==> src/rtl/sdram_cmd_tracker.sv <==
module sdram_cmd_tracker #(
  parameter int T_RCD = 2,
  parameter int T_RP  = 2,
  parameter int T_RRD = 2,
  parameter int T_RC  = 4
) (
  input  logic        clk,
  input  logic        rst_n,
  input  logic        cke,
  input  logic        cs_n,
  input  logic        ras_n,
  input  logic        cas_n,
  input  logic        we_n,
  input  logic        ba0,
  input  logic        ba1,
  input  logic        a10,
  input  logic [2:0]  mode_bits,
  output logic [2:0]  cmd_q,
  output logic [1:0]  bank_q,
  output logic        ap_q,
  output logic        illegal_q,
  output logic [11:0] bank_st
);
  localparam int M1   = (T_RCD > T_RP) ? T_RCD : T_RP;
  localparam int M2   = (T_RRD > T_RC) ? T_RRD : T_RC;
  localparam int M3   = (M1 > M2) ? M1 : M2;
  localparam int MAXT = (M3 > 8) ? M3 : 8;
  localparam int CW   = $clog2(MAXT + 1);

  typedef enum logic [2:0] {
    S_IDLE = 3'd0, S_OPEN = 3'd1, S_RD = 3'd2, S_WR = 3'd3,
    S_RDA = 3'd4, S_WRA = 3'd5, S_PRE = 3'd6
  } bst_t;

  localparam logic [2:0] C_NONE = 3'd0, C_NOP = 3'd1, C_RD = 3'd2, C_WR = 3'd3,
                         C_ACT = 3'd4, C_PRE = 3'd5, C_REF = 3'd6, C_MRS = 3'd7;

  bst_t          st   [4];
  logic [CW-1:0] tmr  [4];
  logic [CW-1:0] rrd, refc;
  logic          cfg, single_wr;
  logic [1:0]    bl_code;
  logic [2:0]    cmd;
  logic [1:0]    tb;
  logic [3:0]    ready, ap_busy;
  logic          ok, fire;
  logic [3:0]    rd_last, wr_last;

  assign tb      = {ba0, ba1};
  assign rd_last = (4'd1 << bl_code) - 4'd1;
  assign wr_last = single_wr ? 4'd0 : rd_last;

  for (genvar g = 0; g < 4; g++) begin : g_bank
    assign ready[g]         = (st[g] == S_IDLE) || (st[g] == S_PRE && tmr[g] == '0);
    assign ap_busy[g]       = (st[g] == S_RDA) || (st[g] == S_WRA);
    assign bank_st[3*g +: 3] = st[g];
  end

  always_comb begin
    if (!cke || cs_n) cmd = C_NONE;
    else case ({ras_n, cas_n, we_n})
      3'b101:  cmd = C_RD;
      3'b100:  cmd = C_WR;
      3'b011:  cmd = C_ACT;
      3'b010:  cmd = C_PRE;
      3'b001:  cmd = C_REF;
      3'b000:  cmd = C_MRS;
      default: cmd = C_NOP;
    endcase
  end

  always_comb begin
    case (cmd)
      C_MRS: ok = (&ready) && refc == '0;
      C_ACT: ok = cfg && refc == '0 && ready[tb] && rrd == '0;
      C_RD, C_WR: ok = cfg && refc == '0 &&
                       ((st[tb] == S_OPEN && tmr[tb] == '0) || st[tb] == S_RD || st[tb] == S_WR);
      C_PRE: ok = cfg && refc == '0 && (a10 ? !(|ap_busy) : !ap_busy[tb]);
      C_REF: ok = cfg && refc == '0 && (&ready);
      default: ok = 1'b1;
    endcase
  end

  assign fire = ok && cmd != C_NONE && cmd != C_NOP;

  always_ff @(posedge clk or negedge rst_n) begin
    if (!rst_n) begin
      for (int b = 0; b < 4; b++) begin
        st[b]  <= S_IDLE;
        tmr[b] <= '0;
      end
    end else if (cke) begin
      for (int b = 0; b < 4; b++) begin
        if (fire && cmd == C_ACT && tb == 2'(b)) begin
          st[b]  <= S_OPEN;
          tmr[b] <= CW'(T_RCD - 1);
        end else if (fire && (cmd == C_RD || cmd == C_WR) && tb == 2'(b)) begin
          if (cmd == C_RD) st[b] <= a10 ? S_RDA : S_RD;
          else             st[b] <= a10 ? S_WRA : S_WR;
          tmr[b] <= CW'(cmd == C_RD ? rd_last : wr_last);
        end else if (fire && cmd == C_PRE && (a10 || tb == 2'(b)) &&
                     (st[b] == S_OPEN || st[b] == S_RD || st[b] == S_WR)) begin
          st[b]  <= S_PRE;
          tmr[b] <= CW'(T_RP - 1);
        end else begin
          case (st[b])
            S_OPEN: if (tmr[b] != '0) tmr[b] <= tmr[b] - 1'b1;
            S_RD, S_WR:
              if (tmr[b] == '0) st[b] <= S_OPEN;
              else              tmr[b] <= tmr[b] - 1'b1;
            S_RDA, S_WRA:
              if (tmr[b] == '0) begin
                st[b]  <= S_PRE;
                tmr[b] <= CW'(T_RP - 1);
              end else tmr[b] <= tmr[b] - 1'b1;
            S_PRE:
              if (tmr[b] == '0) st[b] <= S_IDLE;
              else              tmr[b] <= tmr[b] - 1'b1;
            default: ;
          endcase
        end
      end
    end
  end

  always_ff @(posedge clk or negedge rst_n) begin
    if (!rst_n) begin
      rrd       <= '0;
      refc      <= '0;
      cfg       <= 1'b0;
      bl_code   <= 2'd0;
      single_wr <= 1'b0;
    end else if (cke) begin
      if (fire && cmd == C_ACT)  rrd <= CW'(T_RRD - 1);
      else if (rrd != '0)        rrd <= rrd - 1'b1;
      if (fire && cmd == C_REF)  refc <= CW'(T_RC - 1);
      else if (refc != '0)       refc <= refc - 1'b1;
      if (fire && cmd == C_MRS) begin
        cfg       <= 1'b1;
        bl_code   <= mode_bits[1:0];
        single_wr <= mode_bits[2];
      end
    end
  end

  always_ff @(posedge clk or negedge rst_n) begin
    if (!rst_n) begin
      cmd_q     <= C_NONE;
      bank_q    <= 2'd0;
      ap_q      <= 1'b0;
      illegal_q <= 1'b0;
    end else begin
      cmd_q     <= cmd;
      bank_q    <= (cmd != C_NONE) ? tb : 2'd0;
      ap_q      <= a10 && (cmd == C_RD || cmd == C_WR || cmd == C_PRE);
      illegal_q <= !ok;
    end
  end

  AST_QUIET_EDGE: assert property (@(posedge clk) disable iff (!rst_n)
    (!cke || cs_n) |=> (cmd_q == C_NONE && !illegal_q));
  AST_SUSPEND_FREEZE: assert property (@(posedge clk) disable iff (!rst_n)
    !cke |=> $stable(bank_st));
  AST_ACT_OPENS: assert property (@(posedge clk) disable iff (!rst_n)
    (cmd_q == C_ACT && !illegal_q) |-> st[bank_q] == S_OPEN);
  AST_READ_TARGET: assert property (@(posedge clk) disable iff (!rst_n)
    (cmd_q == C_RD && !illegal_q) |-> (st[bank_q] == S_RD || st[bank_q] == S_RDA));
  AST_REF_ALL_IDLE: assert property (@(posedge clk) disable iff (!rst_n)
    (cmd_q == C_REF && !illegal_q) |-> bank_st == 12'd0);
endmodule

==> config.mk <==
export PLATFORM = sky130hd
export DESIGN_NAME = sdram_cmd_tracker
export DESIGN_NICKNAME = d
export VERILOG_FILES = /design/src/rtl/sdram_cmd_tracker.sv
export SDC_FILE = /design/constraint.sdc
export NUM_CORES = 1
export LEC_CHECK = 0
export BUFFER_PORTS_ARGS = -buffer_cell sky130_fd_sc_hd__buf_2
export CAP_MARGIN = 20
export CORE_MARGIN = 2
export CORE_UTILIZATION = 50
export CTS_BUF_LIST = sky130_fd_sc_hd__clkbuf_2
export CTS_CLUSTER_SIZE = 10
export DETAILED_ROUTE_END_ITERATION = 10
export PLACE_DENSITY = 0.69
export SLEW_MARGIN = 20
export SYNTH_ARGS = -nofsm -noshare
export SYNTH_HDL_FRONTEND = slang
export SYNTH_SLANG_ARGS = --single-unit
==> constraint.sdc <==
create_clock -name clk -period 6.1 [get_ports clk]
set_clock_uncertainty 0.2 [all_clocks]
set_input_delay 0.61 -clock clk [delete_from_list [all_inputs] [get_ports clk]]
set_output_delay 0.61 -clock clk [all_outputs]
set_load 0.05 [all_outputs]
-- Yosys cells after proc, flatten, opt, wreduce, memory -nomap -nowiden
Cells that the tools add are included.
- input bits: 13
- logic and storage cells: 291
- output and inout port bits: 19
- bits in registers: 47
- multiplexer cells: 80
- bitwise logic cells: 1
- shifts and indexed selects: 1
- order comparisons: 2
- add/sub/neg operators: 7
- equality and inequality tests: 62
- reduce and logical (&&, ||, !) cells: 121
- operators by type and width (kind ; number):
    $mux 4 ; 32
    $mux 3 ; 30
    $eq 3x3->1 const B ; 18
    $ne 5x5->1 const B ; 10
    $pmux 4 s3 ; 4
    $reduce_bool 6->1 ; 8
    $eq 3x2->1 const B ; 14
    $logic_and 1x1->1 ; 36
    $pmux 3 s3 ; 4
    $logic_not 4->1 ; 7
    $sub 4x1->4 const B ; 7
    $logic_or 1x1->1 ; 25
    $reduce_bool 4->1 ; 6
    $ne 5x1->1 const B ; 4
    $ne 5x3->1 const B ; 4
    $reduce_and 4->1 ; 5
    $reduce_and 5->1 ; 4
    $eq 3x1->1 const B ; 6
    $pmux 3 s6 ; 1
    $reduce_or 2->1 ; 9
    $logic_not 3->1 ; 5
    $reduce_or 3->1 ; 4
    $ne 5x2->1 const B ; 2
    $bmux 4 s2 ; 1
    18 further kinds ; 28

-- Logic depth before layout (Yosys ltp)
Gate-level depths: netlist (run 1).
- word-level depth: 18
- depth in mapped cells: 12
- depth with buffers taken out: 11

-- Worst setup path after synthesis (run 1)
Ideal clock, no wire load.
- kind: register to register
- from: register st, in the netlist bank_st[7]
- to: register st, in the netlist bank_st[2]
- required time: 5.835 ns
- path slack: 2.435 ns
- clock period less this slack: 3.665 ns
- path buffers: 2
- stages on the path, launching flop included: 13
- data arrival time: 3.400 ns
- setup time: 0.065 ns
- cell sequence: dfrtp_1 > inv_1 > ha_1 > clkbuf_1 > mux4_2 > o21bai_1 > a22oi_2 > a211oi_2 > buf_6 > o41ai_4 > o31ai_2 > a2111oi_2 > a21o_1
- cells in the longest elaborated chain, start to end: 17
- elaborated cells between the ends (all ways): 49
- those cells by class: 9 x eq/ne; 12 x mux; 28 x reduce/logical
- ends and longest elaborated chain (item ; RTL line ; RTL):
    from (decl) ; 38 ; bst_t st [4];
    from (signal, indexed assignment) ; 98 ; if (cmd == C_RD) st[b] <= a10 ? S_RDA : S_RD;
    from (signal, indexed assignment) ; 99 ; else st[b] <= a10 ? S_WRA : S_WR;
    $bmux 3 s2 ; 77 ; ((st[tb] == S_OPEN && tmr[tb] == '0) || st[tb] == S_RD || st[tb] == S_WR);
    $mux 3 (implied by the code) (2 in series) ; 77 ;
    $eq 3x1->1 ; 77 ;
    $logic_and 1x1->1 ; 77 ;
    $logic_or 1x1->1 (2 in series) ; 77 ;
    $logic_and 1x1->1 ; 76 ; C_RD, C_WR: ok = cfg && refc == '0 &&
    $pmux 1 s5 * ; 73 ; case (cmd)
    $logic_and 1x1->1 * (2 in series) ; 84 ; assign fire = ok && cmd != C_NONE && cmd != C_NOP;
    branches (longest 6 deep; another with $ne 5x5->1) ; - ;
Every way passes the cells marked *. The select of a mux whose other input is x is not followed.
A chain may end at the register's enable or synchronous reset.

-- Final worst setup path (run 1)
- from: register st, in the netlist bank_st[7]
- to: register st, in the netlist bank_st[8]
- cells in the longest elaborated chain, start to end: 17
- elaborated cells between the ends (all ways): 57
- those cells by class: 12 x eq/ne; 13 x mux; 32 x reduce/logical
- ends and longest elaborated chain (item):
    branches (longest 17 deep; another with $pmux 1 s5)
Parallel ways; which one is timed is not known. The select of a mux whose other input is x is not followed.

==> flow_summary.toml, run 1 <==
[cells_and_area]
fillers = 677
nNetsFinal = 472
ff_latch_area_um2 = 1180
fin_util_pct = 54.7
stdcell_count = 541
n_antenna_cell = 0
area_delta_synth_final_pct = 7.66
design_area_um2 = 3910
drive_gt1_share_pct = 16.1
multi_input_area_um2 = 2280

[floorplanning]
ioPinCount = 32
row_count = 31
core_area_um2 = 7140
die_h_um = 89.2
start_util_pct = 50.8
die_w_um = 89.2
die_area_um2 = 7950

[yosys]
synth-main-ff-cell = "dfrtp_1"
ys_seq_area_share_pct = 32.4
syn-num-nets = 445
syn_area_per_cell_um2 = 8.76
synth_edf_count = 0
netlist_area_um2 = 3630
synth-seq-cells = 47
synthArstFlopShare_pct = 100
synth.distinct_cells = 72
yosys_warnings = 0
syn_inst = 414

[critical_path]
required_ns = 6.24
crit_end = "bank_st[8]"
rr_worst_depth = 10
cpMaxStageDelayCell = "a211oi_2"
regToRegSetupSlack_ns = 2.03
critical_path.max_stage_delay_ns = 0.91
cp-startpoint = "bank_st[7]"
worstPathMaxFanout = 11
cp_num_buf_inv = 1
crit_path_end_kind = "register"
cp_cell_sequence = "inv_1 > ha_1 > mux4_2 > o21bai_1 > a22oi_2 > a211oi_2 > a21oi_1 > or2_1 > o21ai_1 > mux2_2"
path_delay_family = "compound AO/OA/AOI/OAI gates"
cp_num_cells = 10
cp.arrival_ns = 4.21
start_kind = "register"
rr_endpoint = "bank_st[8]"
critPathKind = "register to register"
r2r-start = "bank_st[7]"

[clocking]
cts_buffers = 5
worstSkewPairLatency_ns = 0.44
ctsHoldBuffers = 0
cts_tree = "yes"
cts_root_buf = "clkbuf_2"
cts.sinks = 47
htreeDepth = 2
clk_pin_slew_ns = 0.24
clockBufferDepth = 2
cts_setup_buffers = 0
cts-resized-gates = 0

[timing]
setup_viol = 0
fin_crit_ns = 4.07
hold_violations = 0
max_slew_margin_pct = 29.8
fmaxAchievable_ghz = 0.246
rsz0062_at_grt = "no"
setup_tns_ns = 0
whs_ns = 0.167
post-route-period-util_pct = 66.7
setup_ws_ns = 2.03
tightest_slew_ns = 1.05
slew_violations = 0

[hold_path]
hold_path_class = "input port to register"

[grt]
antenna_found_initial = 0
grt_use_met3_pct = 2.86
busiest_layer = "met2"
grt_max_degree = 48
use_met1_pct = 34.3
grt_pass1_vias = 3110
gr-usage-met2_pct = 39.7
grt_pass1_wl_um = 15300
grt_overflow = 0
grtUsageTotal_pct = 24.8

[placement]
io_buffer_count = 31
hpwl_um = 6910
dp.cells = 532
gp_congestion = 0.912
placed_area_um2 = 3850
dp_worst_setup_slack_ns = 1.84

[drt]
routed_wirelength_um = 9410
drcViolationCount = 0
vias = 3404
first_pass_iters = 4
postRouteAntennaNets = 0
routedWlPerCell_um = 17.4
viasPerCell = 6.29
drtIter0Drc = 245

[pwr]
vdd_ir_drop_max_uv = 146
leakage_nw = 1.68
total_power_mw = 0.895
pwr_density_cell_nw_per_um2 = 229

[outcome]
outcome = "finished clean"

[flow_run]
cap_violations = 0
## area by class of cell
type	count	area share, %
clock buffers	7	0.897
clock inverters	1	0.128
inverters	30	2.88
multi-input cells	324	58.3
flip-flops and latches	47	30.1
well taps	99	3.17
repair buffers	33	4.49
## cell families (layout without fill, tap and decap cells)
group | Yosys count | after routing | share of synthesized area (%)
and+or+nand+nor | 170 | 170 | 25.4
AOI/OAI and AO/OA | 115 | 115 | 24.5
DFF | 47 | 47 | 32.4
buffers and inverters | 43 | 71 | 4.79
adders and majority gates | 18 | 18 | 6.21
muxes | 18 | 18 | 5.97
xor gates and xnor gates | 3 | 3 | 0.725
## cells in the final DEF, fill, tap and decap left out, types with 7 or more instances in the layout
cell / count
dfrtp_1: 47
nand2_1: 40
nor2_1: 35
inv_1: 30
buf_2: 30
a21oi_1: 24
nor3_1: 18
ha_1: 18
o21ai_0: 14
nand2b_1: 10
nor4_1: 9
mux2_2: 9
a211oi_1: 8
nand3_1: 8
mux2i_1: 7
clkbuf_2: 7
## power by group
part	leakage (nW)	internal (mW)	switching (mW)
Combinational	1.06	0.135	0.188
Clock	0.0330	0.0312	0.104
Sequential	0.581	0.371	0.0668
## synthesized netlist by cell type, types with 6 or more instances
| library cell | instances | share of area (%) |
|---|---|---|
| nor2_1 | 35 | 3.6 |
| inv_1 | 30 | 3.1 |
| nor4_1 | 9 | 1.6 |
| mux2_2 | 9 | 2.8 |
| o211ai_1 | 6 | 1.2 |
| nand3_1 | 8 | 1.1 |
| or3_1 | 6 | 1.0 |
| and3_1 | 6 | 1.0 |
| mux2i_1 | 7 | 1.9 |
| dfrtp_1 | 47 | 32 |
| a211oi_1 | 8 | 1.7 |
| nand2b_1 | 10 | 1.7 |
| and2_1 | 6 | 1.0 |
| o22ai_1 | 6 | 1.0 |
| o21ai_0 | 14 | 1.9 |
| ha_1 | 18 | 6.2 |
| a21oi_1 | 24 | 3.3 |
| clkbuf_1 | 7 | 0.72 |
| nor3_1 | 18 | 2.5 |
| nand2_1 | 40 | 4.1 |
## worst min-delay path by stage
stage / start / end / slack [ns] / cells past startpoint
after global placement: cfg / cfg / 0.27 / 1
after detailed placement: tmr[1] / tmr[1] / 0.30 / 2
final: cs_n / cmd_q[2] / 0.17 / 2
after global routing: cs_n / cmd_q[2] / 0.14 / 2
after CTS: rst_n / tmr[15] / 0.15 / 1
after floorplan: rst_n / ap_q / 0.11 / 0
## worst register-to-register path, cell delays in order, from the launching register on
cell,delay (ns)
dfrtp_1,0.54
inv_1,0.15
ha_1,0.35
mux4_2,0.30
o21bai_1,0.16
a22oi_2,0.17
a211oi_2,0.91
a21oi_1,0.26
or2_1,0.32
o21ai_1,0.26
mux2_2,0.37
## flip-flops by register name, summed over array words and instances, names as in the netlist
signal	cells
bank_q	2
ap_q	1
single_wr	1
bank_st	12
refc	4
rrd	4
cmd_q	3
cfg	1
tmr	16
bl_code	2
illegal_q	1
## metal layers
metal	up-vias	wire, um
met3	24	547
li1	1600	-
met5	-	0
met4	0	264
met2	128	4420
met1	1652	4180
No activity file was read; power rests on OpenSTA's default activity.
==> run 2, diff against run 1 <==
--- a/config.mk
+++ b/config.mk
@@ -12,7 +12,7 @@
 export CTS_BUF_LIST = sky130_fd_sc_hd__clkbuf_2
 export CTS_CLUSTER_SIZE = 10
 export DETAILED_ROUTE_END_ITERATION = 10
-export PLACE_DENSITY = 0.69
+export PLACE_DENSITY = 0.71
 export SLEW_MARGIN = 20
 export SYNTH_ARGS = -nofsm -noshare
 export SYNTH_HDL_FRONTEND = slang
==> constraint.sdc (replaced) <==
create_clock -name clk -period 3.6 [get_ports clk]
set_clock_uncertainty 0.2 [all_clocks]
set_input_delay 0.36 -clock clk [delete_from_list [all_inputs] [get_ports clk]]
set_output_delay 0.36 -clock clk [all_outputs]
set_load 0.05 [all_outputs]
==> run 2 against run 1 <==
Compared with the run above:
- sequential cell count stayed put
- total power is 81% higher
- worst hold slack worse by 0.065 ns
- setup slack worse by 1.9 ns
- critical path depth is 1 higher
- sequential power is 69% higher
- global-route usage is 0.51 points higher
- register-to-register slack worse by 1.9 ns
- cell area is 11% higher
- cell count is 7.9% higher
- critical endpoint is now bank_st[2]
==> flow_summary.toml, run 2 (synthesis gave the netlist of run 1 again) <==
[grt]
grtUsageTotal_pct = 25.3
grt_max_degree = 48
grt_pass1_wl_um = 15600
grt_pass1_vias = 3269
antenna_found_initial = 0
grt_overflow = 0

[flow_run]
cap_violations = 0

[drt]
postRouteAntennaNets = 0
drtIter0Drc = 298
routedWlPerCell_um = 16.8
first_pass_iters = 5
routed_wirelength_um = 9840
vias = 3529
drcViolationCount = 0
viasPerCell = 6.04

[floorplanning]
start_util_pct = 50.8
die_area_um2 = 7950
ioPinCount = 32
die_w_um = 89.2
core_area_um2 = 7140
die_h_um = 89.2
row_count = 31

[timing]
max_slew_margin_pct = 46.9
rsz0062_at_grt = "yes"
post-route-period-util_pct = 95.8
setup_ws_ns = 0.153
setup_viol = 0
fmaxAchievable_ghz = 0.290
hold_violations = 0
tightest_slew_ns = 0.788
whs_ns = 0.102
slew_violations = 0
fin_crit_ns = 3.45

[critical_path]
crit_path_end_kind = "register"
required_ns = 3.81
regToRegSetupSlack_ns = 0.15
start_kind = "register"
critPathKind = "register to register"
critPathMostFrequentCell = "o41ai_4"
cpMaxStageDelayCell = "dfrtp_1"
path_delay_family = "compound AO/OA/AOI/OAI gates"
critical_path.max_stage_delay_ns = 0.47
cp.arrival_ns = 3.65
cp_cell_sequence = "inv_1 > ha_1 > or3b_4 > o31ai_4 > nand4_4 > o41ai_4 > a211oi_4 > o41ai_4 > o31ai_2 > a2111oi_2 > a21o_1"
cp_num_buf_inv = 1
worstPathMaxFanout = 11

[pwr]
switching_share_pct = 38.7
combPwrFrac_pct = 36.1
pwr_density_cell_nw_per_um2 = 372
internal_power_mw = 0.991
vdd_ir_drop_max_uv = 281
seqPwrFrac_pct = 45.8
leakage_nw = 1.93
clock_power_share_pct = 18.1
p_switching_mw = 0.625

[placement]
io_buffer_count = 31
placed_area_um2 = 4090
hpwl_um = 7350
dp_worst_setup_slack_ns = -0.0445
gp_congestion = 0.968

[cells_and_area]
multi_input_area_um2 = 2350
n_antenna_cell = 0
final_common_cell = "dfrtp_1"
largest_reg_flops = 16
area_delta_synth_final_pct = 19.9
regMostFlops = "tmr"
design_area_um2 = 4350
nNetsFinal = 515
ff_latch_area_um2 = 1180
layout_common_cells = "dfrtp_1 (45), nand2_1 (40), buf_4 (37), nor2_1 (35), buf_2 (30)"
fillers = 653
drive_gt1_share_pct = 23.9

[hold_path]
hold_path_class = "input port to register"

[clocking]
clockBufferDepth = 2
htreeDepth = 2
cts_root_buf = "clkbuf_2"
clk_pin_slew_ns = 0.25
cts_buffers = 5
worstSkewPairLatency_ns = 0.44
cts.sinks = 47
cts_tree = "yes"

[outcome]
outcome = "finished clean"
==> run 2: cell types whose count changed in the layout (fill, tap and decap cells not counted), moves of 2 or more <==
| cell | delta |
|---|---|
| o41ai_4 | +2 |
| dfrtp_1 | -2 |
| o41ai_1 | -2 |
| clkbuf_2 | -2 |
| dfrtp_2 | +2 |
| buf_4 | +35 |
| dlygate4sd3_1 | +7 |
==> run 2: path summary, 6_finish.rpt <==
path | from | to | cells after the start
max in group asynchronous | rst_n | bank_st[10] | 2
hold / removal | ba1 | bank_q[0] | 3
min in group asynchronous | rst_n | bank_st[1] | 2
setup reg to reg | tmr[9] | bank_st[2] | 11
hold reg to reg | refc[2] | refc[2] | 1
setup / recovery | tmr[9] | bank_st[2] | 11
==> run 2: cell type report <==
class | instances | share of cell area [%]
Clock inverter | 3 | 0.892
Inverter | 30 | 2.59
Clock buffer | 5 | 0.575
Tap cell | 99 | 2.85
Timing Repair Buffer | 76 | 11.9
Sequential cell | 47 | 27.1
Multi-Input combinational cell | 324 | 54.1
==> run 2: routing by layer <==
layer / vias up / share of wire [%] / track usage [%]
met5: - / 0 / 0
met4: 0 / 2.6 / 9.09
met3: 20 / 5.8 / 3.79
met2: 141 / 49 / 42.2
met1: 1690 / 43 / 33.4
li1: 1678 / - / -
==> run 2: repair_timing <==
action                                 in CTS  in global routing
setup endpoints to repair                   8                 21
pin swaps                                   1                  6
endpoints found under the hold margin      53                  0
hold buffers                                8                  0
buffers inserted                            1                  4
gates resized for setup                     4                 11
==> run 2: worst register-to-register path: stages (launching register included) <==
cell       delay, ns
dfrtp_1         0.47
inv_1           0.10
ha_1            0.16
or3b_4          0.40
o31ai_4         0.29
nand4_4         0.18
o41ai_4         0.38
a211oi_4        0.17
o41ai_4         0.43
o31ai_2         0.17
a2111oi_2       0.36
a21o_1          0.12
==> run 2: stage by stage <==
step	setup TNS (ns)	power [mW]	util, %	cells
after CTS	0	1.62	59.7	580
after detailed placement	-0.144	1.31	57.3	563
final	0	1.62	60.9	584
after global placement	0	1.29	57.3	563
after floorplan	0	1.16	-	414
after global routing	-0.0227	1.73	60.9	584
==> run 2: power groups by stage <==
stage / Combinational (mW) / Sequential, mW / Clock (mW)
2_1_floorplan: 0.397 / 0.762 / 0
3_3_place_gp: 0.549 / 0.742 / 0
3_5_place_dp: 0.567 / 0.745 / 0
4_1_cts: 0.581 / 0.735 / 0.300
5_1_grt: 0.656 / 0.755 / 0.317
6_report: 0.584 / 0.740 / 0.292
